**src/rtl/midi_rx_pkg.sv**
```systemverilog
package midi_rx_pkg;

  typedef enum logic [1:0] {
    SMP_REARM = 2'd0,
    SMP_IDLE  = 2'd1,
    SMP_DATA  = 2'd2
  } smp_state_e;

  typedef enum logic [1:0] {
    POS_NONE = 2'd0,
    POS_KEY  = 2'd1,
    POS_VEL  = 2'd2
  } msg_pos_e;

  typedef enum logic {
    EV_OFF = 1'b0,
    EV_ON  = 1'b1
  } ev_kind_e;

  localparam logic [3:0] NIB_NOTE_ON  = 4'h9;
  localparam logic [3:0] NIB_NOTE_OFF = 4'h8;

endpackage

```
**src/rtl/midi_line_sync.sv**
```systemverilog
module midi_line_sync #(
  parameter int STAGES = 2
) (
  input  logic clk,
  input  logic rst_n,
  input  logic line_i,
  output logic line_o
);

  localparam int NST = (STAGES < 1) ? 1 : STAGES;

  logic [NST-1:0] stg_q;

  generate
    if (NST == 1) begin : g_single
      always_ff @(posedge clk or negedge rst_n) begin
        if (!rst_n) stg_q <= 1'b1;
        else        stg_q <= line_i;
      end
    end else begin : g_chain
      always_ff @(posedge clk or negedge rst_n) begin
        if (!rst_n) stg_q <= '1;
        else        stg_q <= {stg_q[NST-2:0], line_i};
      end
    end
  endgenerate

  assign line_o = stg_q[NST-1];

endmodule

```
**src/rtl/midi_bit_sampler.sv**
```systemverilog
module midi_bit_sampler
  import midi_rx_pkg::*;
#(
  parameter int CLKS_PER_BIT = 128,
  parameter int DATA_BITS    = 8
) (
  input  logic                 clk,
  input  logic                 rst_n,
  input  logic                 line_i,
  output logic [DATA_BITS-1:0] byte_o,
  output logic                 byte_vld_o
);

  localparam int FIRST_LOAD = CLKS_PER_BIT + CLKS_PER_BIT / 2 - 1;
  localparam int NEXT_LOAD  = CLKS_PER_BIT - 1;
  localparam int CNT_W      = $clog2(FIRST_LOAD + 1);
  localparam int IDX_W      = (DATA_BITS > 1) ? $clog2(DATA_BITS) : 1;
  localparam int SCNT_W     = $clog2(DATA_BITS + 1);

  smp_state_e           state_q, state_d;
  logic [CNT_W-1:0]     cnt_q, cnt_d;
  logic [IDX_W-1:0]     idx_q, idx_d;
  logic [DATA_BITS-1:0] shf_q, shf_d;
  logic [DATA_BITS-1:0] byte_q, byte_d;
  logic                 vld_q, vld_d;
  logic                 smp;
  logic                 shf_en;
  logic                 byte_en;

  always_comb begin
    state_d = state_q;
    cnt_d   = cnt_q;
    idx_d   = idx_q;
    shf_d   = {line_i, shf_q[DATA_BITS-1:1]};
    byte_d  = {line_i, shf_q[DATA_BITS-1:1]};
    vld_d   = 1'b0;
    smp     = 1'b0;
    shf_en  = 1'b0;
    byte_en = 1'b0;
    unique case (state_q)
      SMP_REARM: begin
        if (line_i) state_d = SMP_IDLE;
      end
      SMP_IDLE: begin
        if (!line_i) begin
          state_d = SMP_DATA;
          cnt_d   = CNT_W'(FIRST_LOAD);
          idx_d   = '0;
        end
      end
      SMP_DATA: begin
        if (cnt_q == '0) begin
          smp    = 1'b1;
          shf_en = 1'b1;
          cnt_d  = CNT_W'(NEXT_LOAD);
          if (idx_q == IDX_W'(DATA_BITS - 1)) begin
            state_d = SMP_REARM;
            byte_en = 1'b1;
            vld_d   = 1'b1;
          end else begin
            idx_d = idx_q + IDX_W'(1);
          end
        end else begin
          cnt_d = cnt_q - CNT_W'(1);
        end
      end
      default: state_d = SMP_REARM;
    endcase
  end

  always_ff @(posedge clk or negedge rst_n) begin
    if (!rst_n) begin
      state_q <= SMP_REARM;
      cnt_q   <= '0;
      idx_q   <= '0;
      vld_q   <= 1'b0;
    end else begin
      state_q <= state_d;
      cnt_q   <= cnt_d;
      idx_q   <= idx_d;
      vld_q   <= vld_d;
    end
  end

  always_ff @(posedge clk or negedge rst_n) begin
    if (!rst_n) begin
      shf_q  <= '0;
      byte_q <= '0;
    end else begin
      if (shf_en)  shf_q  <= shf_d;
      if (byte_en) byte_q <= byte_d;
    end
  end

  assign byte_o     = byte_q;
  assign byte_vld_o = vld_q;

  // Checker state: cycles since the last sample, samples in this frame.
  logic [CNT_W-1:0]  gap_q;
  logic [SCNT_W-1:0] scnt_q;

  always_ff @(posedge clk or negedge rst_n) begin
    if (!rst_n) begin
      gap_q  <= '0;
      scnt_q <= '0;
    end else begin
      if (state_q != SMP_DATA || smp) gap_q <= '0;
      else                            gap_q <= gap_q + CNT_W'(1);
      if (state_q == SMP_IDLE) scnt_q <= '0;
      else if (smp)            scnt_q <= scnt_q + SCNT_W'(1);
    end
  end

  p_first_sample_r3: assert property (@(posedge clk) disable iff (!rst_n)
    (smp && idx_q == '0) |-> (gap_q == CNT_W'(FIRST_LOAD)));

  p_bit_spacing_r3: assert property (@(posedge clk) disable iff (!rst_n)
    (smp && idx_q != '0) |-> (gap_q == CNT_W'(NEXT_LOAD)));

  p_eight_samples_r3: assert property (@(posedge clk) disable iff (!rst_n)
    byte_vld_o |-> (scnt_q == SCNT_W'(DATA_BITS)));

  p_arm_after_high_r6: assert property (@(posedge clk) disable iff (!rst_n)
    (state_q == SMP_IDLE && $past(state_q) == SMP_REARM) |-> $past(line_i));

  p_single_pulse_r2: assert property (@(posedge clk) disable iff (!rst_n)
    byte_vld_o |=> !byte_vld_o);

endmodule

```
**src/rtl/midi_msg_tracker.sv**
```systemverilog
module midi_msg_tracker
  import midi_rx_pkg::*;
#(
  parameter int BYTE_W = 8,
  parameter int NOTE_W = 7
) (
  input  logic              clk,
  input  logic              rst_n,
  input  logic [BYTE_W-1:0] byte_i,
  input  logic              byte_vld_i,
  output logic [NOTE_W-1:0] note_o,
  output logic              note_vld_o
);

  localparam int NIB_LSB = BYTE_W - 4;

  msg_pos_e          pos_q, pos_d;
  ev_kind_e          kind_q, kind_d;
  logic [NOTE_W-1:0] key_q, key_d;
  logic [NOTE_W-1:0] note_q, note_d;
  logic              vld_q, vld_d;
  logic              is_status;
  logic [3:0]        nib;
  logic [NOTE_W-1:0] payload;

  assign is_status = byte_i[BYTE_W-1];
  assign nib       = byte_i[BYTE_W-1:NIB_LSB];
  assign payload   = byte_i[NOTE_W-1:0];

  always_comb begin
    pos_d  = pos_q;
    kind_d = kind_q;
    key_d  = key_q;
    note_d = note_q;
    vld_d  = vld_q;
    if (byte_vld_i) begin
      if (is_status) begin
        if (nib == NIB_NOTE_ON) begin
          pos_d  = POS_KEY;
          kind_d = EV_ON;
        end else if (nib == NIB_NOTE_OFF) begin
          pos_d  = POS_KEY;
          kind_d = EV_OFF;
        end else begin
          pos_d = POS_NONE;
        end
      end else begin
        unique case (pos_q)
          POS_KEY: begin
            key_d = payload;
            pos_d = POS_VEL;
          end
          POS_VEL: begin
            pos_d = POS_NONE;
            if (kind_q == EV_ON && payload != '0) begin
              note_d = key_q;
              vld_d  = 1'b1;
            end else if (vld_q && note_q == key_q) begin
              note_d = '0;
              vld_d  = 1'b0;
            end
          end
          default: pos_d = POS_NONE;
        endcase
      end
    end
  end

  always_ff @(posedge clk or negedge rst_n) begin
    if (!rst_n) begin
      pos_q  <= POS_NONE;
      kind_q <= EV_OFF;
      key_q  <= '0;
      note_q <= '0;
      vld_q  <= 1'b0;
    end else if (byte_vld_i) begin
      pos_q  <= pos_d;
      kind_q <= kind_d;
      key_q  <= key_d;
      note_q <= note_d;
      vld_q  <= vld_d;
    end
  end

  assign note_o     = note_q;
  assign note_vld_o = vld_q;

  p_hold_between_bytes_r8: assert property (@(posedge clk) disable iff (!rst_n)
    !byte_vld_i |=> ($stable(note_o) && $stable(note_vld_o)));

  p_on_after_velocity_r7: assert property (@(posedge clk) disable iff (!rst_n)
    $rose(note_vld_o) |-> ($past(pos_q) == POS_VEL));

  p_off_clears_note_r9: assert property (@(posedge clk) disable iff (!rst_n)
    $fell(note_vld_o) |-> (note_o == '0));

  p_status_restarts_r10: assert property (@(posedge clk) disable iff (!rst_n)
    (byte_vld_i && byte_i[BYTE_W-1]) |=> (pos_q != POS_VEL));

endmodule

```
**src/rtl/midi_note_rx.sv**
```systemverilog
module midi_note_rx #(
  parameter int CLKS_PER_BIT = 128,
  parameter int SYNC_STAGES  = 2,
  parameter int NOTE_W       = 7
) (
  input  logic              clk,
  input  logic              rst_n,
  input  logic              midi_rx_i,
  output logic [NOTE_W-1:0] note_o,
  output logic              note_vld_o
);

  localparam int BYTE_W = 8;

  logic [1:0]        rst_sq;
  logic              rst_sync_n;
  logic              line_s;
  logic [BYTE_W-1:0] rx_byte;
  logic              rx_byte_vld;

  always_ff @(posedge clk or negedge rst_n) begin
    if (!rst_n) rst_sq <= 2'b00;
    else        rst_sq <= {rst_sq[0], 1'b1};
  end
  assign rst_sync_n = rst_sq[1];

  midi_line_sync #(
    .STAGES(SYNC_STAGES)
  ) u_sync (
    .clk    (clk),
    .rst_n  (rst_sync_n),
    .line_i (midi_rx_i),
    .line_o (line_s)
  );

  midi_bit_sampler #(
    .CLKS_PER_BIT(CLKS_PER_BIT),
    .DATA_BITS   (BYTE_W)
  ) u_sampler (
    .clk        (clk),
    .rst_n      (rst_sync_n),
    .line_i     (line_s),
    .byte_o     (rx_byte),
    .byte_vld_o (rx_byte_vld)
  );

  midi_msg_tracker #(
    .BYTE_W(BYTE_W),
    .NOTE_W(NOTE_W)
  ) u_tracker (
    .clk        (clk),
    .rst_n      (rst_sync_n),
    .byte_i     (rx_byte),
    .byte_vld_i (rx_byte_vld),
    .note_o     (note_o),
    .note_vld_o (note_vld_o)
  );

endmodule

```
**config.mk**
```make
export PLATFORM = sky130hd
export DESIGN_NAME = midi_note_rx
export DESIGN_NICKNAME = d
export VERILOG_FILES = /design/src/rtl/midi_rx_pkg.sv /design/src/rtl/midi_line_sync.sv /design/src/rtl/midi_bit_sampler.sv /design/src/rtl/midi_msg_tracker.sv /design/src/rtl/midi_note_rx.sv
export SDC_FILE = /design/constraint.sdc
export NUM_CORES = 1
export LEC_CHECK = 0
export BUFFER_PORTS_ARGS = -buffer_cell sky130_fd_sc_hd__buf_2
export CAP_MARGIN = 10
export CORE_UTILIZATION = 47
export CTS_CLUSTER_SIZE = 30
export DETAILED_ROUTE_END_ITERATION = 10
export SLEW_MARGIN = 20
export SYNTH_ARGS = -nofsm -noshare
export SYNTH_HDL_FRONTEND = slang
export SYNTH_SLANG_ARGS = --single-unit
```
**constraint.sdc**
```tcl
create_clock -name clk -period 2.1 [get_ports clk]
set_input_delay 0.42 -clock clk [delete_from_list [all_inputs] [get_ports clk]]
set_output_delay 0.42 -clock clk [all_outputs]
set_load 0.03 [all_outputs]
```
==> impl_metrics.env, run 1 <==
export IMPL_synth_nets=182
export IMPL_dieArea_um2=5050
export IMPL_yosysMostFrequentCell="dfrtp_1"
export IMPL_cts_tree="yes"
export IMPL_synth_seq_area_share_pct=57.1
export IMPL_syn_inst=175
export IMPL_drive_gt1_share_pct=35.8
export IMPL_period_minus_slack_ps=2100
export IMPL_setup_viol_count_final=0
export IMPL_maxCapViolCount=0
export IMPL_critical_path_peak_fanout=5
export IMPL_synthTopCellsByCount="49 x dfrtp_1, 16 x mux2_2, 16 x nor2_1"
export IMPL_pre_cts_ws_ps=-155
export IMPL_final_antenna_net_count=0
export IMPL_grt_pass1_vias=1452
export IMPL_n_fill_cell=382
export IMPL_antennaDiodeCount=0
export IMPL_yosysTopAreaCell="dfrtp_1"
export IMPL_worst_pin_slew_ps=617
export IMPL_drt_total_wl_um=3910
export IMPL_dieHeight_um=71.0
export IMPL_coreArea_um2=4470
export IMPL_startpoint="u_sampler.cnt_q[1]"
export IMPL_met2WireLength_um=1970
export IMPL_grt_pass1_wl_um=6700
export IMPL_io_pin_count=11
export IMPL_async_flop_share_pct=100
export IMPL_synthTopCellsByArea="dfrtp_1 55%, mux2_2 8.0%, mux2_4 5.4%"
export IMPL_drc=0
export IMPL_fmax_mhz=477
export IMPL_synth_avg_cell_area_um2=12.8
export IMPL_cts_inserted_buffers=5
export IMPL_netlist_area_leader_share_pct=54.7
export IMPL_track_usage_pct=17.6
export IMPL_top_layer="met4"
export IMPL_dp_cells=252
export IMPL_ys_types=40
export IMPL_path_cells="inv_2 > ha_4 > or2b_1 > or4_4 > or2_4 > mux2_4"
export IMPL_insertion_delay_ps=310
export IMPL_min_period_over_period_pct=99.8
export IMPL_ys_flop_type="dfrtp_1"
export IMPL_vias_per_cell=5.50
export IMPL_slowest_stage="or4_4"
export IMPL_num_vias=1453
export IMPL_hp_start="midi_rx_i"
export IMPL_p_per_area_nw_per_um2=848
export IMPL_drt_pass1_iterations=6
export IMPL_ys_warn_count=0
export IMPL_wl_met1_um=1740
export IMPL_drv_slew=0
export IMPL_status="finished clean"
export IMPL_power_mw=2.22
export IMPL_clkTransAtPathRegs_ps=90
export IMPL_place_gp_congestion=0.814
export IMPL_h_tree_depth=2
export IMPL_criticalPathCategory="reg2reg"
export IMPL_leakagePower_nw=1.33
export IMPL_fin_skew_ps=7.92
export IMPL_die_width_um=71.0
export IMPL_critical_path_max_stage_delay_ps=540
export IMPL_start_util_pct=50.1
export IMPL_hold_class="in2reg"
export IMPL_antenna_found_initial=0
export IMPL_clk_path_buf_depth=2
export IMPL_rsz0062_at_grt="yes"
export IMPL_relSlewSlack_pct=58.9
export IMPL_regToRegStartpoint="u_sampler.cnt_q[1]"
export IMPL_detailed_place_hpwl_um=2780
export IMPL_wl_per_cell_um=14.8
export IMPL_drtIter0Drc=59
export IMPL_finalHoldViolCount=0
export IMPL_dr_wl_met3_um=137
export IMPL_startpoint_type="register"
export IMPL_portBuffers=10
export IMPL_worstPathRequired_ps=2290
export IMPL_synth_edff_count=0
export IMPL_vdd_drop_max_mv=0.563
export IMPL_cts_root_buf="clkbuf_8"
export IMPL_final_core_util_pct=58.4
export IMPL_grt_start_max_net_pins=50
export IMPL_cts_sinks=51
export IMPL_synth_area_um2=2240
export IMPL_cp_end_kind="register"
export IMPL_setup_slack_ps=4.59
export IMPL_synth_seq_cells=51
export IMPL_rows=24
export IMPL_syn_to_final_growth_pct=16.6
export IMPL_fin_nets=218
export IMPL_finalNonFillerCells=264
export IMPL_critical_path_arrival_ps=2290
export IMPL_grt_ovfl_total=0
==> cells in the final DEF (no fill, tap or decap), drive strengths merged, types with 4 or more instances in the layout <==
master and instances:
inv 7, buf 29, xnor2 7, ha 4
o21ai 4, nand3 5, nor3 4, dfrtp 49
clkbuf 6, mux2 24, mux2i 7, a21oi 7
nor2 16, or4 4
==> registers in the layout, indices dropped and copies added (netlist names) <==
register and flops:
u_sampler.byte_o 8, u_sampler.idx_q 3, u_sync.stg_q 2, u_tracker.key_q 7
u_sampler.state_q 2, u_tracker.pos_q 2, u_sampler.shf_q 7, u_tracker.note_o 7
u_tracker.note_vld_o 1, u_tracker.kind_q 1, u_sampler.byte_vld_o 1, u_sampler.cnt_q 8
rst_sq 2
==> what timing repair did <==
item	in CTS	in global routing
setup buffers	2	0
resized for setup	6	1
pin swaps	1	1
gates cloned	1	0
hold buffers	1	0
endpoints found under the hold margin	2	0
setup endpoints to repair	8	9
==> final timing paths <==
check	endpoint	slack, ps	depth (start not counted)
worst max-delay path	u_sampler.byte_o[2]	5	6
worst min-delay path	u_sync.stg_q[0]	210	1
worst max register to register	u_sampler.byte_o[2]	5	6
worst min register to register	u_sampler.byte_o[6]	350	1
max in group asynchronous	u_tracker.note_o[3]	1320	1
min in group asynchronous	u_sampler.byte_o[6]	350	1
==> critical path, delay by kind of cell (launching register included) <==
kind,cells,cell delay [ps]
multiplexers,1,300
adder cells (fa/ha/maj),1,130
AND/OR/NAND/NOR,3,1050
buffers and inverters,1,80
flip-flops,1,410
==> routing by layer <==
layer / vias to the layer above / track usage [%]
met5: - / 0
met4: 0 / 6.89
met3: 6 / 4.27
met2: 26 / 29.7
met1: 724 / 21.9
li1: 697 / -
==> final cells by class <==
type / instances / area [um2] / area share, %
clock inverters: 2 / 16.3 / 0.623
flip-flops and latches: 51 / 1280 / 49.0
repair buffers: 30 / 203 / 7.76
multi-input cells: 116 / 938 / 35.9
clock buffers: 6 / 82.6 / 3.16
well taps: 52 / 65.1 / 2.49
inverters: 7 / 26.3 / 1.01
==> logic make-up after synthesis <==
kind of cell               share of synthesized area [%]
other                                              0.167
AOI/OAI and AO/OA                                   6.43
DFF                                                 57.1
buffers and inverters                               2.18
and+or+nand+nor                                     12.6
xor gates and xnor gates                            2.74
adders and majority gates                           2.23
muxes                                               16.5
==> through the flow <==
step                TNS [ps]  hold slack (ps)  cell area [um2]
floorplan              -1440              124             2240
global placement        -915              204             2460
detailed placement     -1180              207             2460
CTS                    -18.6              194             2610
global route            -254              194             2610
finish                     0              209             2610
==> report_power, final <==
| group | internal (mW) | switching [mW] |
|---|---|---|
| clock | 0.269 | 0.316 |
| combinational | 0.253 | 0.233 |
| sequential | 1.08 | 0.0651 |
| total | 1.60 | 0.614 |
No activity file was read; power rests on OpenSTA's default activity.
==> inputs of run 2 (changes only) <==
--- a/config.mk
+++ b/config.mk
@@ -7,6 +7,7 @@
 export LEC_CHECK = 0
 export BUFFER_PORTS_ARGS = -buffer_cell sky130_fd_sc_hd__buf_2
 export CAP_MARGIN = 10
+export CORE_ASPECT_RATIO = 0.9
 export CORE_UTILIZATION = 47
 export CTS_CLUSTER_SIZE = 30
 export DETAILED_ROUTE_END_ITERATION = 10
==> impl_metrics.env, run 2 (synthesis results as in run 1) <==
export IMPL_status="finished clean"
export IMPL_grt_pass1_vias=1512
export IMPL_track_usage_pct=19.7
export IMPL_coreArea_um2=4520
export IMPL_startpoint_type="register"
export IMPL_start_util_pct=49.6
export IMPL_placed_area_um2=2480
export IMPL_setup_viol_count_final=0
export IMPL_wl_per_cell_um=15.0
export IMPL_die_width_um=74.8
export IMPL_portBuffers=10
export IMPL_drt_total_wl_um=4160
export IMPL_antenna_found_initial=0
export IMPL_fin_skew_ps=9.17
export IMPL_antennaDiodeCount=0
export IMPL_vdd_drop_max_mv=0.407
export IMPL_cts_inserted_buffers=5
export IMPL_layout_common_cells="48 x dfrtp_1, 22 x buf_4, 16 x nor2_1, 16 x mux2_2, 10 x buf_2"
export IMPL_mostFrequentLayoutCell="dfrtp_1"
export IMPL_rows=23
export IMPL_syn_to_final_growth_pct=17.7
export IMPL_drtIter0Drc=54
export IMPL_dieHeight_um=67.5
export IMPL_worstPathRequired_ps=2290
export IMPL_critical_path_arrival_ps=2280
export IMPL_cts_root_buf="clkbuf_8"
export IMPL_critical_path_peak_fanout=5
export IMPL_detailed_place_hpwl_um=2940
export IMPL_grt_pass1_wl_um=7120
export IMPL_drv_slew=0
export IMPL_cp_end_kind="register"
export IMPL_dieArea_um2=5050
export IMPL_drt_pass1_iterations=4
export IMPL_fmax_mhz=478
export IMPL_vias_per_cell=5.39
export IMPL_hold_ws_ps=156
export IMPL_num_vias=1494
export IMPL_stdcell_area_um2=2640
export IMPL_grt_start_max_net_pins=24
export IMPL_clk_path_buf_depth=2
export IMPL_n_fill_cell=383
export IMPL_io_pin_count=11
export IMPL_insertion_delay_ps=310
export IMPL_hold_class="reg2async"
export IMPL_cts_tree="yes"
export IMPL_rsz0062_at_grt="yes"
export IMPL_cts_sinks=51
export IMPL_fin_nets=221
export IMPL_place_gp_congestion=0.757
export IMPL_maxCapViolCount=0
export IMPL_finalHoldViolCount=0
export IMPL_final_antenna_net_count=0
export IMPL_criticalPathCategory="reg2reg"
export IMPL_clkTransAtPathRegs_ps=90
export IMPL_period_minus_slack_ps=2090
export IMPL_drc=0
export IMPL_h_tree_depth=2
export IMPL_p_per_area_nw_per_um2=850
export IMPL_leakagePower_nw=1.34
export IMPL_drive_gt1_share_pct=36.3
export IMPL_grt_ovfl_total=0
export IMPL_min_period_over_period_pct=99.6
==> run 2: per-layer routing <==
layer  part of all wire [%]  up-vias  global-route usage [%]
li1                       -      699                       -
met1                     47      756                    25.1
met2                     48       31                    32.1
met3                    3.7        8                    5.82
met4                    1.5        0                    6.84
met5                      0        -                       0
==> run 2: where the power goes <==
part           internal [mW]  switching, mW  total (mW)
clock                  0.233          0.323       0.556
sequential              1.08         0.0748        1.15
combinational          0.283          0.248       0.531
total                   1.60          0.646        2.24
==> run 2: area by class of cell <==
class	instances	area (um2)	area share [%]
clock buffer	6	72.6	2.75
multi-input combinational	116	942	35.7
tap	62	77.6	2.94
inverter	7	26.3	0.997
clock inverter	2	12.5	0.475
sequential	51	1280	48.6
timing repair buffer	33	225	8.54
==> run 2: worst paths after layout <==
kind,cells past startpoint,startpoint,slack (ps),end
worst max-delay path,4,u_sampler.cnt_q[5],9,u_sampler.byte_o[7]
worst min-delay path,0,rst_sq[1],160,u_tracker.pos_q[0]
worst max register to register,4,u_sampler.cnt_q[5],9,u_sampler.byte_o[7]
worst min register to register,0,rst_sq[1],160,u_tracker.pos_q[0]
max in group asynchronous,1,rst_sq[1],1360,u_tracker.key_q[0]
min in group clk,1,midi_rx_i,210,u_sync.stg_q[0]
==> run 2: critical path: stages, from the launching register on <==
cell and delay [ps]:
dfrtp_1 390, or4_4 550, or4_4 450, or2_4 290, mux2_4 300
==> run 2: through the flow <==
step / TNS (ps) / instances / util [%] / power (mW) / setup slack (ps)
after CTS: -44.4 / 275 / 57.9 / 2.23 / -9.37
after floorplan: -1440 / 175 / - / 1.41 / -179
after detailed placement: -1340 / 263 / 54.9 / 1.62 / -170
final: 0 / 277 / 58.3 / 2.24 / 9.21
after global placement: -1060 / 263 / 54.9 / 1.58 / -132
after global routing: -165 / 277 / 58.3 / 2.38 / -31.4
==> run 2: timing repair <==
action / in CTS / in global routing
endpoints found under the setup margin: 8 / 15
endpoints found under the hold margin: 2 / 0
resized for setup: 7 / 2
cloned: 1 / 0
hold buffers: 1 / 0
pin swaps: 2 / 2
buffers inserted: 2 / 2
